`config.mk`:
```
export PLATFORM = sky130hd
export DESIGN_NAME = turn_lamp_ctrl
export DESIGN_NICKNAME = d
export VERILOG_FILES = /design/src/rtl/turn_lamp_pkg.sv /design/src/rtl/lamp_step_divider.sv /design/src/rtl/lamp_mode_decode.sv /design/src/rtl/lamp_sequencer.sv /design/src/rtl/lamp_output_drive.sv /design/src/rtl/turn_lamp_ctrl.sv
export SDC_FILE = /design/constraint.sdc
export NUM_CORES = 1
export LEC_CHECK = 0
export BUFFER_PORTS_ARGS = -buffer_cell sky130_fd_sc_hd__buf_2
export CORE_ASPECT_RATIO = 1.75
export CORE_MARGIN = 2
export CORE_UTILIZATION = 50
export CTS_CLUSTER_DIAMETER = 80
export DETAILED_ROUTE_END_ITERATION = 10
export MAX_ROUTING_LAYER = met4
export PLACE_DENSITY = 0.71
export SYNTH_ARGS = -nofsm -noshare
export SYNTH_HDL_FRONTEND = slang
export SYNTH_SLANG_ARGS = --single-unit
```
`constraint.sdc`:
```
create_clock -name clk -period 6.25 [get_ports clk]
set_clock_uncertainty 0.05 [all_clocks]
set_input_delay 1.25 -clock clk [delete_from_list [all_inputs] [get_ports clk]]
set_output_delay 1.25 -clock clk [all_outputs]
set_load 0.1 [all_outputs]
```
`src/rtl/turn_lamp_pkg.sv`:
```
// Package: shared encodings for the turn lamp controller.
// Assumes: consumers import it; no state lives here.
package turn_lamp_pkg;

    // Mode selected by the switch decoder, priority already resolved.
    typedef enum logic [1:0] {
        MODE_OFF   = 2'd0,
        MODE_LEFT  = 2'd1,
        MODE_RIGHT = 2'd2,
        MODE_FLASH = 2'd3
    } lamp_mode_e;

    // Phase of the sequencer; the sweep length is kept beside it.
    typedef enum logic [1:0] {
        PH_DARK  = 2'd0,
        PH_LEFT  = 2'd1,
        PH_RIGHT = 2'd2,
        PH_LIT   = 2'd3
    } seq_phase_e;

endpackage

```
`src/rtl/lamp_step_divider.sv`:
```
// Module: lamp_step_divider
// Emits a one-cycle step pulse every DIV_CYCLES system clocks.
// Assumes: DIV_CYCLES >= 1; the counter restarts from zero on reset.
module lamp_step_divider #(
    parameter int DIV_CYCLES = 12_500_000
) (
    input  logic clk,
    input  logic rst_n,
    output logic step
);
    localparam int CW = (DIV_CYCLES > 1) ? $clog2(DIV_CYCLES) : 1;
    localparam logic [CW-1:0] LAST = CW'(DIV_CYCLES - 1);

    logic [CW-1:0] count_q;

    // Free-running modulo-DIV_CYCLES counter.
    always_ff @(posedge clk) begin
        if (!rst_n)
            count_q <= '0;
        else if (count_q == LAST)
            count_q <= '0;
        else
            count_q <= count_q + CW'(1);
    end

    // Pulse on the last count of each period.
    always_comb step = (count_q == LAST);

    assert_count_bound_R2: assert property (@(posedge clk) disable iff (!rst_n)
        count_q <= LAST);

    generate
        if (DIV_CYCLES > 1) begin : g_pulse_check
            assert_step_single_R2: assert property (@(posedge clk) disable iff (!rst_n)
                step |=> !step);
        end
    endgenerate
endmodule

```
`src/rtl/lamp_mode_decode.sv`:
```
// Module: lamp_mode_decode
// Resolves the three switches into one mode: hazard first, then both
// turns together as hazard, then a single turn, else off.
// Assumes: switches are already debounced and synchronous.
module lamp_mode_decode
    import turn_lamp_pkg::*;
(
    input  logic       sw_left,
    input  logic       sw_right,
    input  logic       sw_hazard,
    output lamp_mode_e mode
);
    // Priority resolution of the switch inputs.
    always_comb begin
        if (sw_hazard || (sw_left && sw_right))
            mode = MODE_FLASH;
        else if (sw_left)
            mode = MODE_LEFT;
        else if (sw_right)
            mode = MODE_RIGHT;
        else
            mode = MODE_OFF;
    end
endmodule

```
`src/rtl/lamp_sequencer.sv`:
```
// Module: lamp_sequencer
// Holds the phase and sweep length and works out the next state on
// each step. Any mode mismatch or end of a cycle returns to dark.
// Assumes: step is a one-cycle pulse; LAMPS_PER_SIDE >= 1.
module lamp_sequencer
    import turn_lamp_pkg::*;
#(
    parameter int LAMPS_PER_SIDE = 3
) (
    input  logic                 clk,
    input  logic                 rst_n,
    input  logic                 step,
    input  lamp_mode_e           mode,
    output seq_phase_e           next_phase,
    output logic [$clog2(LAMPS_PER_SIDE+1)-1:0] next_len
);
    localparam int LW = $clog2(LAMPS_PER_SIDE + 1);
    localparam logic [LW-1:0] FULL = LW'(LAMPS_PER_SIDE);

    seq_phase_e    phase_q;
    logic [LW-1:0] len_q;

    // Next-state selection from the current state and resolved mode.
    always_comb begin
        next_phase = PH_DARK;
        next_len   = '0;
        unique case (phase_q)
            PH_DARK: begin
                unique case (mode)
                    MODE_FLASH: next_phase = PH_LIT;
                    MODE_LEFT:  begin next_phase = PH_LEFT;  next_len = LW'(1); end
                    MODE_RIGHT: begin next_phase = PH_RIGHT; next_len = LW'(1); end
                    default:    next_phase = PH_DARK;
                endcase
            end
            PH_LEFT: begin
                if (mode == MODE_LEFT && len_q < FULL) begin
                    next_phase = PH_LEFT;
                    next_len   = len_q + LW'(1);
                end
            end
            PH_RIGHT: begin
                if (mode == MODE_RIGHT && len_q < FULL) begin
                    next_phase = PH_RIGHT;
                    next_len   = len_q + LW'(1);
                end
            end
            default: next_phase = PH_DARK;
        endcase
    end

    // State register, loaded only on a step.
    always_ff @(posedge clk) begin
        if (!rst_n) begin
            phase_q <= PH_DARK;
            len_q   <= '0;
        end else if (step) begin
            phase_q <= next_phase;
            len_q   <= next_len;
        end
    end

    assert_hold_between_steps_R2: assert property (@(posedge clk) disable iff (!rst_n)
        !step |=> ($stable(phase_q) && $stable(len_q)));

    assert_len_range_R3: assert property (@(posedge clk) disable iff (!rst_n)
        ((phase_q == PH_LEFT || phase_q == PH_RIGHT) ? (len_q >= LW'(1) && len_q <= FULL)
                                                      : (len_q == '0)));

    assert_mode_switch_dark_R8: assert property (@(posedge clk) disable iff (!rst_n)
        (step && phase_q == PH_LEFT && mode == MODE_RIGHT) |=> phase_q == PH_DARK);
endmodule

```
`src/rtl/lamp_output_drive.sv`:
```
// Module: lamp_output_drive
// Registers the lamp bits for the state being entered, so the lamps
// track the sequencer state with no extra delay.
// Assumes: next_phase/next_len are valid whenever step is high.
module lamp_output_drive
    import turn_lamp_pkg::*;
#(
    parameter int LAMPS_PER_SIDE = 3
) (
    input  logic                      clk,
    input  logic                      rst_n,
    input  logic                      step,
    input  seq_phase_e                next_phase,
    input  logic [$clog2(LAMPS_PER_SIDE+1)-1:0] next_len,
    output logic [LAMPS_PER_SIDE-1:0] lamps_left,
    output logic [LAMPS_PER_SIDE-1:0] lamps_right
);
    localparam int LW = $clog2(LAMPS_PER_SIDE + 1);

    logic [LAMPS_PER_SIDE-1:0] bar;
    logic [LAMPS_PER_SIDE-1:0] left_d;
    logic [LAMPS_PER_SIDE-1:0] right_d;

    // Thermometer bar: lamp i is lit when the sweep covers it.
    generate
        for (genvar i = 0; i < LAMPS_PER_SIDE; i++) begin : g_bar
            assign bar[i] = (next_len > LW'(i));
        end
    endgenerate

    // Per-side lamp pattern for the next phase.
    always_comb begin
        left_d  = '0;
        right_d = '0;
        unique case (next_phase)
            PH_LEFT:  left_d  = bar;
            PH_RIGHT: right_d = bar;
            PH_LIT:   begin left_d = '1; right_d = '1; end
            default:  ;
        endcase
    end

    // Output registers, loaded on a step.
    always_ff @(posedge clk) begin
        if (!rst_n) begin
            lamps_left  <= '0;
            lamps_right <= '0;
        end else if (step) begin
            lamps_left  <= left_d;
            lamps_right <= right_d;
        end
    end

    assert_lamps_hold_R2: assert property (@(posedge clk) disable iff (!rst_n)
        !step |=> ($stable(lamps_left) && $stable(lamps_right)));

    assert_sweep_shape_R3: assert property (@(posedge clk) disable iff (!rst_n)
        (((lamps_left + 1'b1) & lamps_left) == '0) && (((lamps_right + 1'b1) & lamps_right) == '0));

    assert_opposite_dark_R10: assert property (@(posedge clk) disable iff (!rst_n)
        (lamps_left != '0 && lamps_right != '0) |-> (&lamps_left && &lamps_right));
endmodule

```
`src/rtl/turn_lamp_ctrl.sv`:
```
// Module: turn_lamp_ctrl (top)
// Sequential turn signal lamp controller: divider, switch decoder,
// sequencer and registered lamp outputs.
// Assumes: CLK_HZ is a multiple of STEP_HZ; switches are synchronous.
module turn_lamp_ctrl
    import turn_lamp_pkg::*;
#(
    parameter int CLK_HZ         = 50_000_000,
    parameter int STEP_HZ        = 4,
    parameter int LAMPS_PER_SIDE = 3
) (
    input  logic                      clk,
    input  logic                      rst_n,
    input  logic                      sw_left,
    input  logic                      sw_right,
    input  logic                      sw_hazard,
    output logic [LAMPS_PER_SIDE-1:0] lamps_left,
    output logic [LAMPS_PER_SIDE-1:0] lamps_right
);
    localparam int DIV_CYCLES = CLK_HZ / STEP_HZ;
    localparam int LW         = $clog2(LAMPS_PER_SIDE + 1);

    logic          step;
    lamp_mode_e    mode;
    seq_phase_e    next_phase;
    logic [LW-1:0] next_len;

    lamp_step_divider #(.DIV_CYCLES(DIV_CYCLES)) div_i (
        .clk   (clk),
        .rst_n (rst_n),
        .step  (step)
    );

    lamp_mode_decode dec_i (
        .sw_left   (sw_left),
        .sw_right  (sw_right),
        .sw_hazard (sw_hazard),
        .mode      (mode)
    );

    lamp_sequencer #(.LAMPS_PER_SIDE(LAMPS_PER_SIDE)) seq_i (
        .clk        (clk),
        .rst_n      (rst_n),
        .step       (step),
        .mode       (mode),
        .next_phase (next_phase),
        .next_len   (next_len)
    );

    lamp_output_drive #(.LAMPS_PER_SIDE(LAMPS_PER_SIDE)) drv_i (
        .clk         (clk),
        .rst_n       (rst_n),
        .step        (step),
        .next_phase  (next_phase),
        .next_len    (next_len),
        .lamps_left  (lamps_left),
        .lamps_right (lamps_right)
    );

    assert_hazard_flash_R5: assert property (@(posedge clk) disable iff (!rst_n)
        (step && sw_hazard && lamps_left == '0 && lamps_right == '0) |=> (&lamps_left && &lamps_right));

    assert_hazard_priority_R6: assert property (@(posedge clk) disable iff (!rst_n)
        (step && sw_hazard) |=> (lamps_left == lamps_right));

    assert_both_turns_flash_R7: assert property (@(posedge clk) disable iff (!rst_n)
        (step && sw_left && sw_right) |=> (lamps_left == lamps_right));

    assert_idle_dark_R9: assert property (@(posedge clk) disable iff (!rst_n)
        (step && !sw_left && !sw_right && !sw_hazard) |=> (lamps_left == '0 && lamps_right == '0));
endmodule

```
# Word-level counts from Yosys, hierarchy flattened
# Cells that the tools add are included.
dict set report op_classes {
  addsub 2
  multipliers 0
  div_mod_pow 0
  order_cmp 4
  n_eq_ne 9
  shift 0
  muxes 13
  bitwise_logic 1
  reduce_logical 7
}
# cell n
set op_table {}
lappend op_table {{adder 24 x 1 -> 24 bit (second input constant)} 1}
lappend op_table {{equality test 24 bit (second input constant)} 1}
lappend op_table {{case mux 2 bit (3 select lines)} 3}
lappend op_table {{2-to-1 mux 2 bit} 6}
lappend op_table {{case mux 3 bit (2 select lines)} 2}
lappend op_table {{equality test 2 bit (second input constant)} 5}
lappend op_table {{equality test 2 x 1 -> 1 bit (second input constant)} 3}
lappend op_table {{> comparator 2 x 1 -> 1 bit (second input constant)} 2}
lappend op_table {{OR reduction 2 bit} 2}
lappend op_table {{logical AND 1 bit} 3}
lappend op_table {{adder 2 x 1 -> 2 bit (second input constant)} 1}
lappend op_table {{> comparator 2 bit (second input constant)} 1}
lappend op_table {{logical NOT 2 bit} 1}
lappend op_table {{< comparator 2 bit (second input constant)} 1}
lappend op_table {{2-to-1 mux 1 bit} 2}
lappend op_table {{logical OR 1 bit} 1}
lappend op_table {{inverter 1 bit} 1}
dict set report word_totals {
  ff_bits 34
  latchBits 0
  ramBits 0
  romBits 0
  elab_cells 41
  n_memories 0
}

# Depth between registers and ports, before layout
# Gate-level depths: netlist (run 1).
dict set report logic_depth {
  ltp_word 9
  ltp_mapped 7
}

# Hierarchy
# From an unflattened synthesis (run 1), not the netlist that was laid out.
dict set report unflattened {
  cells_unflattened 204
  area_unflattened_um2 1841.8
}
# mod n_inst cells_per_inst area_per_inst_um2 seq_area_each_um2
set by_module_without_submodules {}
lappend by_module_without_submodules {lamp_step_divider 1 128 1196.1 480.5}
lappend by_module_without_submodules {lamp_sequencer 1 47 369.1 80.1}
lappend by_module_without_submodules {lamp_output_drive 1 27 264.0 120.1}
lappend by_module_without_submodules {lamp_mode_decode 1 2 12.5 0.0}

# Least setup slack after synthesis (run 1)
# OpenSTA, ideal clock, no wires.
dict set report synth_timing {
  kind {in2reg}
  from {in sw_left}
  to {reg drv_i.lamps_right[2]}
  arrival_time_ps 2829
  required_ps 6113
  path_slack_ps 3284
  stages 7
  path_cell_list {or2_2 -> inv_1 -> ha_1 -> or4bb_1 -> a21boi_2 -> a21oi_1 -> o31ai_1}
}
dict set report synth_between {
  elab_chain_cells 9
  elab_cells_between_ends 22
}
# element line
set synth_lines {}
lappend synth_lines {{start: declaration} turn_lamp_ctrl.sv:14} ;# input logic sw_left,
lappend synth_lines {{logical AND 1 bit} lamp_mode_decode.sv:15} ;# if (sw_hazard || (sw_left && sw_right))
lappend synth_lines {{logical OR 1 bit} lamp_mode_decode.sv:15}
lappend synth_lines {{2-to-1 mux 2 bit *} lamp_mode_decode.sv:15}
lappend synth_lines {{equality test 2 bit or equality test 2 x 1 -> 1 bit (tied branches)} {lamp_sequencer.sv:29, lamp_sequencer.sv:43, lamp_sequencer.sv:37}}
lappend synth_lines {{OR reduction 2 bit (no line), or another cell as far along} n/a}
lappend synth_lines {{2-to-1 mux 1 bit, or another cell as far along} lamp_sequencer.sv:29} ;# unique case (mode)
lappend synth_lines {{case mux 2 bit (3 select lines)} lamp_sequencer.sv:27} ;# unique case (phase_q)
lappend synth_lines {{> comparator 2 bit or equality test 2 bit (tied branches)} {lamp_output_drive.sv:27, lamp_output_drive.sv:35}}
lappend synth_lines {{case mux 3 bit (2 select lines) *} lamp_output_drive.sv:35} ;# unique case (next_phase)
lappend synth_lines {{end signal: assignment} lamp_output_drive.sv:50} ;# lamps_right <= right_d;
lappend synth_lines {{end: declaration} lamp_output_drive.sv:16} ;# output logic [LAMPS_PER_SIDE-1:0] lamps_right
# Every way passes the cells marked *; elsewhere a longest branch is shown, timed or not.
# A chain may end at the register's enable or synchronous reset.

# Final worst setup path (run 1)
# Ends and elaborated chain as after synthesis.

==> impl_metrics.py, run 1 <==
metrics = {
    "finish": {
        "multi_input_area_sq_um": 1040,
        "design_area_sq_um": 1970,
        "fin_nets": 229,
        "fill_cells": 328,
        "area_growth_pct": 10.2,
        "diodes": 0,
        "drive_gt1_share_pct": 13.7,
        "seqCellArea_sq_um": 681,
    },
    "detailed_routing": {
        "final_antenna_net_count": 0,
        "first_pass_iters": 4,
        "routed_via_density": 6.02,
        "dr.first_iter.drc_count": 78,
        "wl_um": 4150,
        "drc_errors": 0,
        "vias": 1589,
        "post_drt_wl_per_cell_um": 15.7,
    },
    "timing": {
        "drv_slew": 0,
        "hold_ws_ns": 0.423,
        "final-setup-viol-count": 0,
        "relSlewSlack_pct": 39.8,
        "tns_ns": 0,
        "final_hold_viol_count": 0,
        "worst_pin_slew_ns": 0.902,
        "rsz0062_at_grt": "no",
        "finalCriticalPeriod_ns": 3.03,
        "timing.final.crit_share_pct": 48.4,
        "fmax_mhz": 330,
    },
    "clocking": {
        "cts_hold_buf": 0,
        "clk_latency_ns": 0.29,
        "cts_resized": 0,
        "ctsLongestPathBuffers": 2,
        "cts_max_level": 2,
        "path_clk_slew_ns": 0.08,
        "cts_setup_buffers": 0,
        "tritoncts": "done",
        "clock_sinks": 34,
        "cts_buffers": 5,
        "cts_root_buffer": "clkbuf_8",
    },
    "synthesis": {
        "synth_ff_type": "dfxtp_1",
        "synth_cell_type_count": 43,
        "synth-seq-area-share_pct": 38.1,
        "synth-seq-cells": 34,
        "ys_warn_count": 0,
        "async_reset_ff_share_pct": 0,
        "netlist_instances": 208,
        "synth_nets": 219,
        "synth-edff-count": 0,
        "syn_avg_cell_area_sq_um": 8.58,
        "syn-cell-area_sq_um": 1780,
    },
    "min_path": {
        "hold_path.class": "reg -> reg",
        "hp-start": "drv_i.lamps_left[0]",
    },
    "setup_path": {
        "cp-end-kind": "register",
        "worst-setup-path-type": "in -> reg",
        "slowest_delay_ns": 0.56,
        "critPathMaxFanout": 5,
        "critPathRequiredTime_ns": 6.40,
        "cp.arrival_ns": 3.17,
        "startpoint_type": "primary input",
        "cp-startpoint": "sw_left",
        "path_cells": "buf_2 -> or2_2 -> inv_1 -> ha_1 -> or4bb_1 -> a21boi_2 -> a21oi_1 -> o31ai_1",
        "cp_slowest_cell": "or4bb_1",
        "rr_startpoint": "div_i.count_q[0]",
    },
    "power": {
        "p_total_uw": 442,
        "p_leak_uw": 0.000662,
        "ir_worst_vdd_mv": 0.218,
        "power.density_nw_per_um2": 225,
    },
    "floorplan": {
        "die_y_um": 83.0,
        "dieWidth_um": 49.2,
        "rows": 28,
        "die-area_sq_um": 4080,
        "coreArea_sq_um": 3400,
        "start_util_pct": 52.5,
        "ios": 11,
    },
    "place": {
        "io_buffers": 10,
        "placedInstanceArea_sq_um": 1850,
        "gp_congestion": 0.887,
        "hpwl_um": 3130,
    },
    "grt": {
        "grt_max_degree": 23,
        "grt_overflow": 0,
        "grt_pass1_vias": 1609,
        "grt_pass1_wl_um": 7130,
        "grt_antenna_before_repair": 0,
        "grt_use_total_pct": 23.0,
    },
    "outcome": {
        "status": "complete, no violations",
    },
    "flow_run": {
        "drv_cap": 0,
    },
}
==> cells in the mapped netlist, drive strengths merged (2+ instances only) <==
| library cell | instances | area share (%) |
|---|---|---|
| and4 | 7 | 3.5 |
| nor3 | 8 | 2.2 |
| a21oi | 17 | 5.0 |
| o32ai | 2 | 0.98 |
| o22ai | 3 | 1.1 |
| o31ai | 2 | 0.84 |
| dfxtp | 34 | 38 |
| o21ai | 9 | 2.7 |
| buf | 6 | 2.0 |
| nand2 | 13 | 2.7 |
| inv | 6 | 1.3 |
| or2 | 2 | 0.70 |
| a21o | 2 | 0.84 |
| nor4 | 5 | 2.5 |
| xnor2 | 8 | 3.9 |
| or3 | 6 | 2.1 |
| ha | 6 | 4.2 |
| nand3 | 14 | 3.9 |
| nand4 | 14 | 5.8 |
| o211ai | 3 | 1.3 |
| xor2 | 6 | 2.9 |
| nand3b | 2 | 0.84 |
| nor2 | 19 | 4.0 |
==> registers in the layout, indices dropped and copies added, names as in the netlist <==
name and flops:
drv_i.lamps_right 3, seq_i.phase_q 2, seq_i.len_q 2, drv_i.lamps_left 3
div_i.count_q 24
==> critical path: cells and delay by family <==
| kind | cells | cell delay [ns] |
|---|---|---|
| buffers and inverters | 2 | 0.21 |
| adders and majority gates | 1 | 0.20 |
| AOI/OAI and AO/OA | 3 | 0.62 |
| and+or+nand+nor | 2 | 0.89 |
==> routing by layer <==
layer	wire length [um]	up-vias	track usage (%)
li1	-	793	-
met1	1590	757	21.9
met2	2320	30	42.6
met3	110	9	4.86
met4	131	0	10.1
met5	0	-	-
==> report_power, final <==
| group | switching (uW) | internal (uW) | total, uW |
|---|---|---|---|
| Combinational | 12.3 | 6.87 | 19.2 |
| Sequential | 2.01 | 218 | 220 |
| Clock | 84.1 | 119 | 203 |
==> logic make-up (layout without fill, tap and decap cells) <==
kind of cell | Yosys count | count (layout) | share of synthesized area, %
AO/OA/AOI/OAI | 44 | 44 | 15.6
buffers and inverters | 13 | 24 | 3.44
AND/OR/NAND/NOR | 97 | 97 | 31.7
XOR/XNOR | 14 | 14 | 6.87
adder cells (fa/ha/maj) | 6 | 6 | 4.21
flip-flops | 34 | 34 | 38.1
==> through the flow <==
step / instances / setup slack [ns] / utilization, %
3_5_place_dp: 256 / 2.95 / 54.5
5_1_grt: 264 / 3.06 / 57.8
2_1_floorplan: 208 / 3.28 / -
6_report: 264 / 3.22 / 57.8
3_3_place_gp: 256 / 3.08 / 54.5
4_1_cts: 264 / 3.25 / 57.8
==> cell usage in the layout, fill, tap and decap left out, types with 2 or more instances in the layout <==
| cell type | n |
|---|---|
| nand4_1 | 13 |
| nor2_1 | 19 |
| and4_1 | 6 |
| o32ai_1 | 2 |
| nand2_1 | 13 |
| or3_1 | 6 |
| nor4_2 | 2 |
| a21oi_1 | 16 |
| o211ai_1 | 3 |
| a21o_1 | 2 |
| nand3_1 | 14 |
| dfxtp_1 | 34 |
| nor3_1 | 8 |
| nand3b_1 | 2 |
| clkbuf_8 | 5 |
| xnor2_1 | 8 |
| ha_1 | 6 |
| inv_1 | 6 |
| xor2_1 | 6 |
| o22ai_1 | 3 |
| clkinvlp_4 | 2 |
| or2_2 | 2 |
| buf_2 | 10 |
| o31ai_1 | 2 |
| o21ai_0 | 8 |
| nor4_1 | 3 |
==> final timing paths <==
| path | endpoint | slack [ns] | cells past startpoint |
|---|---|---|---|
| max reg2reg | div_i.count_q[12] | 3.80 | 5 |
| max | drv_i.lamps_right[2] | 3.22 | 8 |
| min | drv_i.lamps_left[0] | 0.42 | 2 |
| min reg2reg | drv_i.lamps_left[0] | 0.42 | 2 |
==> area by class of cell <==
cell class / count / area share (%)
clock inverter: 3 / 2.29
timing repair buffer: 10 / 2.55
tap: 45 / 2.86
inverter: 6 / 1.15
sequential: 34 / 34.6
multi-input combinational: 161 / 53.0
clock buffer: 5 / 3.50
No activity file was read; power rests on OpenSTA's default activity.
==> inputs of run 2 (changes only) <==
- ABC_AREA: default -> 1
- PLACE_DENSITY: 0.71 -> 0.7
- clock period: 6.25 -> 3.1 ns (I/O delays scaled with it)
==> run 2 against run 1 <==
  * Sequential share of layout area fell by 1.7 points
  * Register-to-register slack got worse by 2.5 ns
  * Setup slack got worse by 2.0 ns
  * Final cell count rose by 28%
  * Synthesized cell count rose by 34%
  * Global-route usage rose by 0.43 points
  * Critical path depth rose by 7
  * Die area rose by 6.5%
  * Critical path type unchanged
  * Largest power group unchanged
==> impl_metrics.py, run 2 <==
metrics = {
    "floorplan": {
        "ios": 11,
        "dieWidth_um": 50.7,
        "rows": 29,
        "coreArea_sq_um": 3630,
        "start_util_pct": 52.6,
        "die-area_sq_um": 4350,
        "die_y_um": 85.7,
    },
    "grt": {
        "grt_pass1_wl_um": 7420,
        "grt_overflow": 0,
        "grt_max_degree": 24,
        "grt_use_total_pct": 23.4,
        "grt_antenna_before_repair": 0,
        "grt_pass1_vias": 1711,
    },
    "finish": {
        "top_register": "div_i.count_q",
        "fill_cells": 379,
        "fin_nets": 302,
        "drive_gt1_share_pct": 10.3,
        "largest_reg_flops": 24,
        "reg_top3": "div_i.count_q: 24 flops, drv_i.lamps_left: 3 flops, drv_i.lamps_right: 3 flops",
        "area_growth_pct": 8.39,
        "final_cell_mix": "61 x nand2_1, 37 x inv_1, 34 x nor2_1, 34 x dfxtp_1, 25 x nand3_1",
        "final_util_pct": 57.0,
        "diodes": 0,
        "fin_cells": 338,
        "layout_commonest_cell": "nand2_1",
    },
    "timing": {
        "finalCriticalPeriod_ns": 1.91,
        "timing.final.crit_share_pct": 61.5,
        "rsz0062_at_grt": "no",
        "final-setup-viol-count": 0,
        "final_hold_viol_count": 0,
        "drv_slew": 0,
        "tns_ns": 0,
        "relSlewSlack_pct": 65.9,
        "hold_ws_ns": 0.398,
        "fin_ws_ns": 1.19,
        "worst_pin_slew_ns": 0.507,
        "fmax_mhz": 525,
    },
    "synthesis": {
        "synth_nets": 289,
        "yosysMostFrequentCell": "nand2_1",
        "synth_cell_type_count": 27,
        "synthTopCellsByCount": "61 x nand2_1, 37 x inv_1, 34 x dfxtp_1, 34 x nor2_1, 25 x nand3_1",
        "synth_ff_type": "dfxtp_1",
        "yosysTopAreaCellShare_pct": 35.6,
        "syn_avg_cell_area_sq_um": 6.87,
        "async_reset_ff_share_pct": 0,
        "synth_top_area_cell": "dfxtp_1",
        "ys_warn_count": 0,
        "synth-seq-area-share_pct": 35.6,
        "synth_area_leaders": "dfxtp_1 36%, nand2_1 12%, inv_1 7.3%",
        "syn-cell-area_sq_um": 1910,
        "synth-edff-count": 0,
        "synth-seq-cells": 34,
        "netlist_instances": 278,
    },
    "clocking": {
        "cts_setup_buffers": 0,
        "cts_root_buffer": "clkbuf_8",
        "cts_max_level": 2,
        "path_clk_slew_ns": 0.07,
        "cts_buffers": 5,
        "clk_latency_ns": 0.29,
        "clock_sinks": 34,
        "cts_hold_buf": 0,
        "tritoncts": "done",
        "cts_resized": 0,
        "ctsLongestPathBuffers": 2,
    },
    "setup_path": {
        "worst-setup-path-type": "in -> reg",
        "crit_end": "drv_i.lamps_left[0]",
        "cp.arrival_ns": 2.09,
        "startpoint_type": "primary input",
        "r2r_slack_ns": 1.30,
        "critPathMaxFanout": 5,
        "worstReg2RegEnd": "drv_i.lamps_right[2]",
        "critPathRequiredTime_ns": 3.28,
        "cp-startpoint": "sw_right",
        "cp-end-kind": "register",
        "rr_worst_depth": 7,
        "rr_startpoint": "div_i.count_q[0]",
    },
    "place": {
        "hpwl_um": 3470,
        "dpl.cell_count": 330,
        "gp_congestion": 0.980,
        "io_buffers": 10,
        "place_ws_ns": 0.897,
    },
    "detailed_routing": {
        "vias": 1769,
        "dr.first_iter.drc_count": 61,
        "wl_um": 4430,
        "final_antenna_net_count": 0,
        "post_drt_wl_per_cell_um": 13.1,
        "first_pass_iters": 4,
        "drc_errors": 0,
        "routed_via_density": 5.23,
    },
    "outcome": {
        "status": "complete, no violations",
    },
    "power": {
        "p_leak_uw": 0.000805,
        "power.density_nw_per_um2": 398,
        "ir_worst_vdd_mv": 0.274,
    },
    "min_path": {
        "hold_path.class": "reg -> reg",
    },
    "flow_run": {
        "drv_cap": 0,
    },
}
run 2: worst min path at each step:
stage | startpoint | to | slack, ns | cells past startpoint
after floorplan | div_i.count_q[0] | div_i.count_q[0] | 0.37 | 1
after CTS | div_i.count_q[0] | div_i.count_q[0] | 0.40 | 1
after global placement | div_i.count_q[0] | div_i.count_q[0] | 0.38 | 1
after global routing | div_i.count_q[22] | div_i.count_q[22] | 0.45 | 2
after detailed placement | div_i.count_q[0] | div_i.count_q[0] | 0.39 | 1
final | div_i.count_q[0] | div_i.count_q[0] | 0.40 | 1
run 2: worst max-delay path: stages:
cell     delay, ns
buf_2         0.10
a21oi_1       0.18
nand2_1       0.14
inv_1         0.10
ha_1          0.14
inv_1         0.04
nor2_1        0.12
nand2_1       0.08
nand2_1       0.16
inv_1         0.06
nand2_1       0.08
nand3_2       0.08
nand3_1       0.08
nand2_1       0.05
inv_1         0.06
run 2: kinds of logic after synthesis:
family	share of synthesized area, %
AO/OA/AOI/OAI	9.11
XOR/XNOR	2.29
adder cells (fa/ha/maj)	3.93
buffers and inverters	9.70
flip-flops	35.6
AND/OR/NAND/NOR	39.3
run 2: area by class of cell:
class	count	area, sq um	area share, %
Clock inverter	1	5.00	0.242
Inverter	39	146	7.07
Multi-Input combinational cell	201	1040	50.4
Tap cell	46	57.6	2.78
Sequential cell	34	681	32.9
Clock buffer	7	86.3	4.17
Timing Repair Buffer	10	50.0	2.42
run 2: power by group:
part           internal (uW)  switching (uW)
clock network            179             162
registers                440            2.78
logic                   12.4            27.7
total                    631             193
run 2: metal layers:
layer / GRT usage, % / wire length (um) / vias to the layer above
met5: - / 0 / -
met4: 14.3 / 241 / 0
met3: 3.83 / 88 / 16
met2: 42.6 / 2370 / 26
li1: - / - / 933
met1: 22.3 / 1740 / 794
run 2: metrics by stage:
step | power [uW] | cell area (sq um)
finish | 824 | 2070
global placement | 493 | 1980
detailed placement | 493 | 1980
global route | 850 | 2070
CTS | 828 | 2070
floorplan | 486 | 1910
==> inputs of run 3 (changes only) <==
- ABC_AREA: 1 -> 0
- PLACE_DENSITY: 0.7 -> 0.73
- clock period: 3.1 -> 1.62 ns (I/O delays scaled with it)
==> run 3 against run 2 <==
  * Global-route usage up 0.74 points
  * Core utilization rose by 18 points
  * Total power is 100% higher
  * Register-to-register slack worse by 1.4 ns
  * Count of clock-buffer cells in the layout is 1 lower
  * Combinational power rose to 3.5 times the previous value
  * The run now ends with negative setup slack left
  * Final area up 24%
  * Critical path depth down 6
  * Routed wire length increased by 17%
  * Highest routed layer unchanged
  * First-iteration DRC count rose by 28%
==> impl_metrics.py, run 3 (synthesis results as in run 1) <==
metrics = {
    "finish": {
        "seqCellArea_sq_um": 694,
        "fin_cells": 313,
        "drive_gt1_share_pct": 44.8,
        "reg_top3": "div_i.count_q: 24 flops, drv_i.lamps_left: 3 flops, drv_i.lamps_right: 3 flops",
        "fill_cells": 249,
        "multi_input_area_sq_um": 1260,
        "fin_nets": 278,
        "largest_reg_flops": 24,
        "layout_commonest_cell": "buf_4",
        "final_cell_mix": "46 x buf_4, 23 x dfxtp_1, 18 x nor2_1, 13 x nand4_1, 12 x nand2_1",
        "top_register": "div_i.count_q",
        "diodes": 0,
        "area_growth_pct": 43.8,
    },
    "grt": {
        "grt_use_total_pct": 24.2,
        "grt_pass1_wl_um": 7520,
        "grt_antenna_before_repair": 0,
        "grt_overflow": 0,
        "grt_pass1_vias": 1802,
        "grt_max_degree": 13,
    },
    "setup_path": {
        "critPathMaxFanout": 3,
        "cp.arrival_ns": 1.90,
        "rr_startpoint": "seq_i.len_q[0]",
        "cp_slowest_cell": "or4bb_4",
        "cp-end-kind": "register",
        "critPathRequiredTime_ns": 1.78,
        "cp_top_family": "simple AND/OR/NAND/NOR gates",
        "startpoint_type": "primary input",
        "crit_top_cell": "buf_6",
        "worst-path-buf-inv": 3,
        "slowest_delay_ns": 0.49,
        "cp-startpoint": "sw_hazard",
        "worst-setup-path-type": "in -> reg",
        "path_cells": "buf_6 -> or2_4 -> inv_4 -> ha_4 -> or4bb_4 -> buf_6 -> a21oi_4 -> nor3_2 -> o31ai_2",
    },
    "flow_run": {
        "drv_cap": 0,
    },
    "timing": {
        "fin_ws_ns": -0.123,
        "fmax_mhz": 574,
        "worst_pin_slew_ns": 0.486,
        "drv_slew": 0,
        "finalCriticalPeriod_ns": 1.74,
        "final_hold_viol_count": 0,
        "timing.final.crit_share_pct": 108,
        "rsz0062_at_grt": "yes",
        "relSlewSlack_pct": 67.8,
        "hold_ws_ns": 0.377,
        "final-setup-viol-count": 9,
    },
    "clocking": {
        "clock_sinks": 34,
        "ctsLongestPathBuffers": 2,
        "path_clk_slew_ns": 0.07,
        "tritoncts": "done",
        "clk_latency_ns": 0.29,
        "cts_hold_buf": 0,
        "cts_root_buffer": "clkbuf_8",
        "cts_buffers": 5,
        "cts_max_level": 2,
    },
    "floorplan": {
        "ios": 11,
        "start_util_pct": 52.5,
        "die-area_sq_um": 4080,
        "die_y_um": 83.0,
        "coreArea_sq_um": 3400,
        "dieWidth_um": 49.2,
        "rows": 28,
    },
    "power": {
        "p_total_uw": 1650,
        "ir_worst_vdd_mv": 0.998,
        "power.density_nw_per_um2": 642,
        "p_leak_uw": 0.000970,
    },
    "detailed_routing": {
        "routed_via_density": 5.99,
        "final_antenna_net_count": 0,
        "first_pass_iters": 8,
        "post_drt_wl_per_cell_um": 16.5,
        "drc_errors": 0,
        "vias": 1874,
        "wl_um": 5170,
        "dr.first_iter.drc_count": 78,
    },
    "place": {
        "io_buffers": 10,
        "dpl.cell_count": 298,
        "hpwl_um": 3360,
        "place_ws_ns": -0.426,
        "gp_congestion": 0.847,
    },
    "outcome": {
        "status": "finished with violations",
        "violations": "negative setup slack",
    },
    "min_path": {
        "hold_path.class": "in -> reg",
        "hp-start": "rst_n",
    },
}
-- run 3: worst paths after layout --
kind	to	slack [ns]	depth (start not counted)
max	drv_i.lamps_right[0]	-0.12	9
min	div_i.count_q[1]	0.38	2
max reg2reg	drv_i.lamps_right[0]	-0.12	6
min reg2reg	drv_i.lamps_left[0]	0.42	2
-- run 3: layout make-up --
| class | count | area share [%] |
|---|---|---|
| Tap cell | 45 | 2.20 |
| Sequential cell | 34 | 27.1 |
| Clock buffer | 6 | 3.22 |
| Timing Repair Buffer | 59 | 17.0 |
| Inverter | 6 | 0.976 |
| Clock inverter | 2 | 0.488 |
| Multi-Input combinational cell | 161 | 49.1 |
-- run 3: through the flow --
stage	util [%]	TNS [ns]	area, sq um
2_1_floorplan	-	-1.19	1830
3_3_place_gp	65.0	-3.54	2210
3_5_place_dp	65.0	-3.80	2210
4_1_cts	68.8	-0.305	2340
5_1_grt	75.5	-2.32	2560
6_report	75.5	-0.761	2560
-- run 3: per-layer routing --
layer	share of wire (%)	global-route usage, %	up-vias
met4	3.0	14.5	0
met1	36	21.9	908
met3	3.3	4.14	14
met2	58	44.8	62
met5	0	-	-
li1	-	-	890
-- run 3: repair_timing --
action	CTS	global route
buffers inserted	1	6
gates resized for setup	9	44
pin swaps	6	21
endpoints found under the setup margin	30	33
-- run 3: power by group --
group,internal [uW],leakage (uW),switching (uW)
combinational,70.6,0.000643,69.7
sequential,843,0.000280,7.38
clock,341,0.0000472,315
